`src/rtl/lrb_pkg.sv`:
```
package lrb_pkg;
    parameter int QW_W    = 64;
    parameter int DW_W    = 32;
    parameter int LINE_QW = 4;

    localparam int DPQ    = QW_W / DW_W;
    localparam int DSEL_W = $clog2(DPQ);
    localparam int QIDX_W = $clog2(LINE_QW);
    localparam int CNT_W  = QIDX_W + 1;
    localparam int RIDX_W = QIDX_W + DSEL_W;
    localparam int NDW    = LINE_QW * DPQ;

    typedef enum logic {
        SRC_MEM = 1'b0,
        SRC_WB  = 1'b1
    } src_e;

    typedef logic [LINE_QW-1:0][QW_W-1:0] line_t;

    typedef struct packed {
        logic              active;
        logic [QIDX_W-1:0] req_qw;
        logic [CNT_W-1:0]  wptr;
        logic [CNT_W-1:0]  wb_cnt;
        logic [RIDX_W-1:0] rptr;
    } ctl_t;
endpackage

```
`src/rtl/lrb_wr_path.sv`:
```
module lrb_wr_path
    import lrb_pkg::*;
(
    input  logic              active,
    input  logic [QIDX_W-1:0] req_qw,
    input  logic [CNT_W-1:0]  wptr,
    input  logic [CNT_W-1:0]  wb_cnt,
    input  logic              wr_valid,
    input  logic              wr_src,
    output logic              wr_ready,
    output logic              store_en,
    output logic [QIDX_W-1:0] store_loc,
    output logic              wb_adv,
    output logic [CNT_W-1:0]  limit
);
    logic             accept;
    logic [CNT_W-1:0] req_ext;
    logic [CNT_W-1:0] wb_off;

    always_comb begin
        req_ext  = {1'b0, req_qw};
        limit    = CNT_W'(LINE_QW) - req_ext;
        wr_ready = active && (wptr < limit);
        accept   = wr_valid && wr_ready;
        wb_off   = wb_cnt - req_ext;
        wb_adv   = accept && (src_e'(wr_src) == SRC_WB);
        if (src_e'(wr_src) == SRC_WB) begin
            store_en  = accept && (wb_cnt >= req_ext) && (wb_cnt < CNT_W'(LINE_QW));
            store_loc = wb_off[QIDX_W-1:0];
        end else begin
            store_en  = accept;
            store_loc = wptr[QIDX_W-1:0];
        end
    end
endmodule

```
`src/rtl/lrb_rd_mux.sv`:
```
module lrb_rd_mux
    import lrb_pkg::*;
(
    input  line_t             line,
    input  logic [RIDX_W-1:0] rptr,
    output logic [DW_W-1:0]   rd_data
);
    logic [NDW-1:0][DW_W-1:0] dw_view;

    for (genvar q = 0; q < LINE_QW; q++) begin : g_qw
        for (genvar d = 0; d < DPQ; d++) begin : g_dw
            assign dw_view[q*DPQ+d] = line[q][d*DW_W +: DW_W];
        end
    end

    assign rd_data = dw_view[rptr];
endmodule

```
`src/rtl/lrb_line_buf.sv`:
```
module lrb_line_buf
    import lrb_pkg::*;
(
    input  logic              clk,
    input  logic              rst_n,
    input  logic              start_i,
    input  logic [RIDX_W-1:0] start_addr_i,
    input  logic              abort_i,
    input  logic              wr_valid_i,
    input  logic              wr_src_i,
    input  logic [QW_W-1:0]   wr_data_i,
    output logic              wr_ready_o,
    output logic              rd_valid_o,
    input  logic              rd_ready_i,
    output logic [DW_W-1:0]   rd_data_o
);
    ctl_t  ctl_d, ctl_q;
    line_t line_d, line_q;

    logic              store_en;
    logic [QIDX_W-1:0] store_loc;
    logic              wb_adv;
    logic [CNT_W-1:0]  limit;
    logic [RIDX_W-1:0] last_idx;
    logic [CNT_W-1:0]  rd_qw;
    logic              rd_fire;

    lrb_wr_path u_wr (
        .active    (ctl_q.active),
        .req_qw    (ctl_q.req_qw),
        .wptr      (ctl_q.wptr),
        .wb_cnt    (ctl_q.wb_cnt),
        .wr_valid  (wr_valid_i),
        .wr_src    (wr_src_i),
        .wr_ready  (wr_ready_o),
        .store_en  (store_en),
        .store_loc (store_loc),
        .wb_adv    (wb_adv),
        .limit     (limit)
    );

    lrb_rd_mux u_rd (
        .line    (line_q),
        .rptr    (ctl_q.rptr),
        .rd_data (rd_data_o)
    );

    always_comb begin
        ctl_d    = ctl_q;
        line_d   = line_q;
        rd_qw    = {1'b0, ctl_q.rptr[RIDX_W-1:DSEL_W]};
        last_idx = {limit[QIDX_W-1:0] - QIDX_W'(1), {DSEL_W{1'b1}}};
        rd_valid_o = ctl_q.active && (rd_qw < ctl_q.wptr);
        rd_fire  = rd_valid_o && rd_ready_i;

        if (store_en) begin
            line_d[store_loc] = wr_data_i;
            ctl_d.wptr        = ctl_q.wptr + CNT_W'(1);
        end
        if (wb_adv) begin
            ctl_d.wb_cnt = ctl_q.wb_cnt + CNT_W'(1);
        end
        if (rd_fire) begin
            if (ctl_q.rptr == last_idx) begin
                ctl_d = '0;
            end else begin
                ctl_d.rptr = ctl_q.rptr + RIDX_W'(1);
            end
        end
        if (start_i) begin
            ctl_d.active = 1'b1;
            ctl_d.req_qw = start_addr_i[RIDX_W-1:DSEL_W];
            ctl_d.wptr   = '0;
            ctl_d.wb_cnt = '0;
            ctl_d.rptr   = {{QIDX_W{1'b0}}, start_addr_i[DSEL_W-1:0]};
        end
        if (abort_i) begin
            ctl_d = '0;
        end
    end

    always_ff @(posedge clk or negedge rst_n) begin
        if (!rst_n) begin
            ctl_q  <= '0;
            line_q <= '0;
        end else begin
            ctl_q  <= ctl_d;
            line_q <= line_d;
        end
    end
endmodule

```
`config.mk`:
```
export PLATFORM = sky130hd
export DESIGN_NAME = lrb_line_buf
export DESIGN_NICKNAME = d
export VERILOG_FILES = /design/src/rtl/lrb_pkg.sv /design/src/rtl/lrb_wr_path.sv /design/src/rtl/lrb_rd_mux.sv /design/src/rtl/lrb_line_buf.sv
export SDC_FILE = /design/constraint.sdc
export NUM_CORES = 1
export LEC_CHECK = 0
export ABC_AREA = 1
export BUFFER_PORTS_ARGS = -buffer_cell sky130_fd_sc_hd__buf_2
export CORE_MARGIN = 10
export CORE_UTILIZATION = 55
export DETAILED_ROUTE_END_ITERATION = 10
export PLACE_DENSITY = 0.77
export RECOVER_POWER = 25
export SKIP_CTS_REPAIR_TIMING = 1
export SKIP_LAST_GASP = 1
export SLEW_MARGIN = 20
export SYNTH_ARGS = -nofsm -noshare
export SYNTH_HDL_FRONTEND = slang
export SYNTH_SLANG_ARGS = --single-unit
```
`constraint.sdc`:
```
create_clock -name clk -period 2 [get_ports clk]
set_input_delay 0.4 -clock clk [delete_from_list [all_inputs] [get_ports clk]]
set_output_delay 0.4 -clock clk [all_outputs]
set_load 0.05 [all_outputs]
```
==> results.json <==
{
  "power_density_nw_per_um2": 1270,
  "dpl.hpwl_mm": 25.6,
  "fin_crit_sh_pct": 136,
  "port_buffers": 107,
  "ant_nets": 0,
  "dieHeight_um": 179,
  "wl_per_cell_um": 24.3,
  "p_leak_nw": 9.06,
  "max_stage_delay_ns": 0.53,
  "max-slew-margin-rel_pct": 29.2,
  "grt_pass1_vias": 12904,
  "rsz0062_at_grt": "true",
  "fmax_ghz": 0.369,
  "cts-root-buf": "clkbuf_16",
  "synthTopCellsByCount": "nand2_1 (653), dfrtp_1 (268), nand4_1 (257), nor2_1 (138), o21ai_0 (132)",
  "fp.dieW_um": 179,
  "maxCapViolCount": 0,
  "final.setup_skew_ns": 0.0303,
  "fin_ws_ns": -0.712,
  "power.share.sequential_pct": 40.5,
  "synth_cell_types": 28,
  "drive_gt1_share_pct": 25.7,
  "worst_setup_path_start_kind": "register",
  "clkTransAtPathRegs_ns": 0.06,
  "antenna_found_initial": 3,
  "run_status": "finished with violations",
  "initial_utilization_pct": 55.6,
  "dieArea_um2": 32200,
  "rows": 58,
  "end_kind": "primary output",
  "clkPwrFrac_pct": 24.3,
  "hold_class": "in2reg",
  "finalSetupViolations": 296,
  "nets": 1960,
  "htreeDepth": 1,
  "required_ns": 1.60,
  "yosysTopAreaCell": "dfrtp_1",
  "cts_made_buffers": 28,
  "vias": 14812,
  "slowest_stage": "dfrtp_4",
  "synth_top_area_share_pct": 48.0,
  "syn2layout_area_growth_pct": 30.1,
  "postSynth.asyncResetShare_pct": 100,
  "netSwitchingPower_mw": 8.92,
  "power.internal_mw": 14.2,
  "worstSetupPathType": "reg2out",
  "routabilityCongestion": 0.855,
  "clock_latency_ns": 0.58,
  "ys_warn_count": 0,
  "layoutNonFillerInstCount": 2229,
  "grt_pass1_wl_mm": 67.2,
  "viasPerCell": 6.65,
  "cts.sinks": 268,
  "synth-edff-count": 0,
  "worstMarginPinSlew_ns": 1.06,
  "yosys-top-cells-area": "dfrtp_1 (48%), nand2_1 (18%), nand4_1 (12%)",
  "power_frac_comb_pct": 35.3,
  "ys_seq_elements": 268,
  "drc": 0,
  "avgSynthCellArea_um2": 8.00,
  "worstPathArrival_ns": 2.31,
  "grtUsageTotal_pct": 25.5,
  "cp_max_fo": 14,
  "fp.coreArea_um2": 25100,
  "drt_iter0_drc": 2055,
  "post-route-min-period_ns": 2.71,
  "syn-num-nets": 1829,
  "synthCells": 1746,
  "path_cells": "buf_12 -> clkbuf_16 -> o21ai_0 -> o22ai_1 -> nand2_1 -> nand2_2 -> buf_6",
  "cts_tree": "yes",
  "ys_seq_area_share_pct": 48.0,
  "dpl.cell_count": 2117,
  "hold_viol": 0,
  "cts_buffer_depth": 3,
  "ys.flop_type": "dfrtp_1",
  "violations": "setup timing",
  "drt-total-wl_mm": 54.1,
  "vdd_drop_max_uv": 972,
  "dr.pass1.iters": 6,
  "synth.most_common_cell": "nand2_1",
  "overflow": 0,
  "maxSlewViolCount": 0,
  "grt_max_degree": 66,
  "synth_area_um2": 14000,
  "sw_frac_of_total_pct": 38.6,
  "num_io_pins": 108,
  "dp_slack_ns": -0.106
}
==> worst max-delay path: cells and delay by family (launching register included) <==
| kind | cells | cell delay, ns |
|---|---|---|
| AOI/OAI and AO/OA | 2 | 0.49 |
| buffers and inverters | 3 | 0.52 |
| DFF | 1 | 0.53 |
| and+or+nand+nor | 2 | 0.19 |
==> per-layer routing <==
metal  global-route usage [%]  vias to the layer above  part of all wire, %
met4                     7.38                        2                  6.4
li1                         -                     6222                    -
met3                     4.23                      341                   14
met1                     34.6                     7019                   34
met5                        0                        -                0.020
met2                     41.3                     1228                   45
==> power groups by stage <==
stage	combinational, mW	sequential [mW]	clock (mW)
2_1_floorplan	4.84	8.66	0
3_3_place_gp	6.23	8.92	0
3_5_place_dp	6.45	8.98	0
4_1_cts	6.49	8.93	5.54
5_1_grt	8.75	9.55	5.82
6_report	8.14	9.34	5.60
==> state kept, by name (all words and copies together), names as in the netlist <==
register	cells
ctl_q	12
line_q	256
==> cells by family (layout without fill, tap and decap cells) <==
kind of cell	after synthesis	count (layout)	synth area share, %
and+or+nand+nor	1074	1075	34.3
xor gates and xnor gates	3	3	0.188
adders and majority gates	9	9	0.806
other	0	2	0
buffers and inverters	193	343	8.76
DFF	268	268	48.0
AOI/OAI and AO/OA	199	199	7.94
==> area by class of cell <==
type,instances,area (um^2)
inverter,33,144
sequential,268,6710
timing repair buffer,260,3170
tap,330,413
multi-input combinational,1286,6760
clock inverter,7,110
clock buffer,43,858
fill,1661,6940
antenna,2,5.00
==> stage by stage <==
stage               setup TNS, ns  cell area, um^2  power, mW  hold WS [ns]  util [%]
CTS                        -40.08            16100       21.0        -0.169      64.2
global placement            -8.12            15100       15.1         0.410      60.3
finish                     -90.12            18200       23.1        0.0614      72.4
floorplan                       0            14100       13.5         0.104         -
global route              -104.03            18200       24.1        0.0884      72.4
detailed placement         -16.29            15100       15.4         0.409      60.3
==> cells in the final DEF (no fill, tap or decap), types with 5 or more instances in the layout <==
cell | netlist | final
nand2_2 | 2 | 96
nand4_1 | 257 | 257
dfrtp_1 | 268 | 266
buf_8 | 0 | 15
buf_12 | 0 | 51
nand2_1 | 653 | 512
buf_4 | 24 | 57
buf_2 | 40 | 72
ha_4 | 0 | 5
nand3_1 | 14 | 14
o21ai_1 | 0 | 28
clkbuf_16 | 0 | 60
clkbuf_8 | 7 | 8
buf_6 | 37 | 29
inv_1 | 32 | 21
nand2_4 | 0 | 47
nand3_4 | 4 | 5
o22ai_1 | 64 | 64
nor2_1 | 138 | 133
clkbuf_1 | 42 | 6
inv_2 | 1 | 9
o21ai_0 | 132 | 100
==> path summary, 6_finish.rpt <==
| path | cells past startpoint | slack (ns) | from | to |
|---|---|---|---|---|
| setup / recovery | 7 | -0.71 | ctl_q[0]$_DFFE_PN0P_ | rd_data_o[26] |
| hold / removal | 3 | 0.06 | start_addr_i[2] | ctl_q[10]$_DFFE_PN0P_ |
| setup reg to reg | 15 | -0.41 | ctl_q[10]$_DFFE_PN0P_ | line_q[43]$_DFFE_PN0P_ |
| hold reg to reg | 2 | 0.47 | line_q[49]$_DFFE_PN0P_ | line_q[49]$_DFFE_PN0P_ |
| max in group asynchronous | 3 | 0.36 | rst_n | line_q[144]$_DFFE_PN0P_ |
| min in group asynchronous | 2 | 0.57 | rst_n | line_q[178]$_DFFE_PN0P_ |
(Power assumes the default switching activity.)
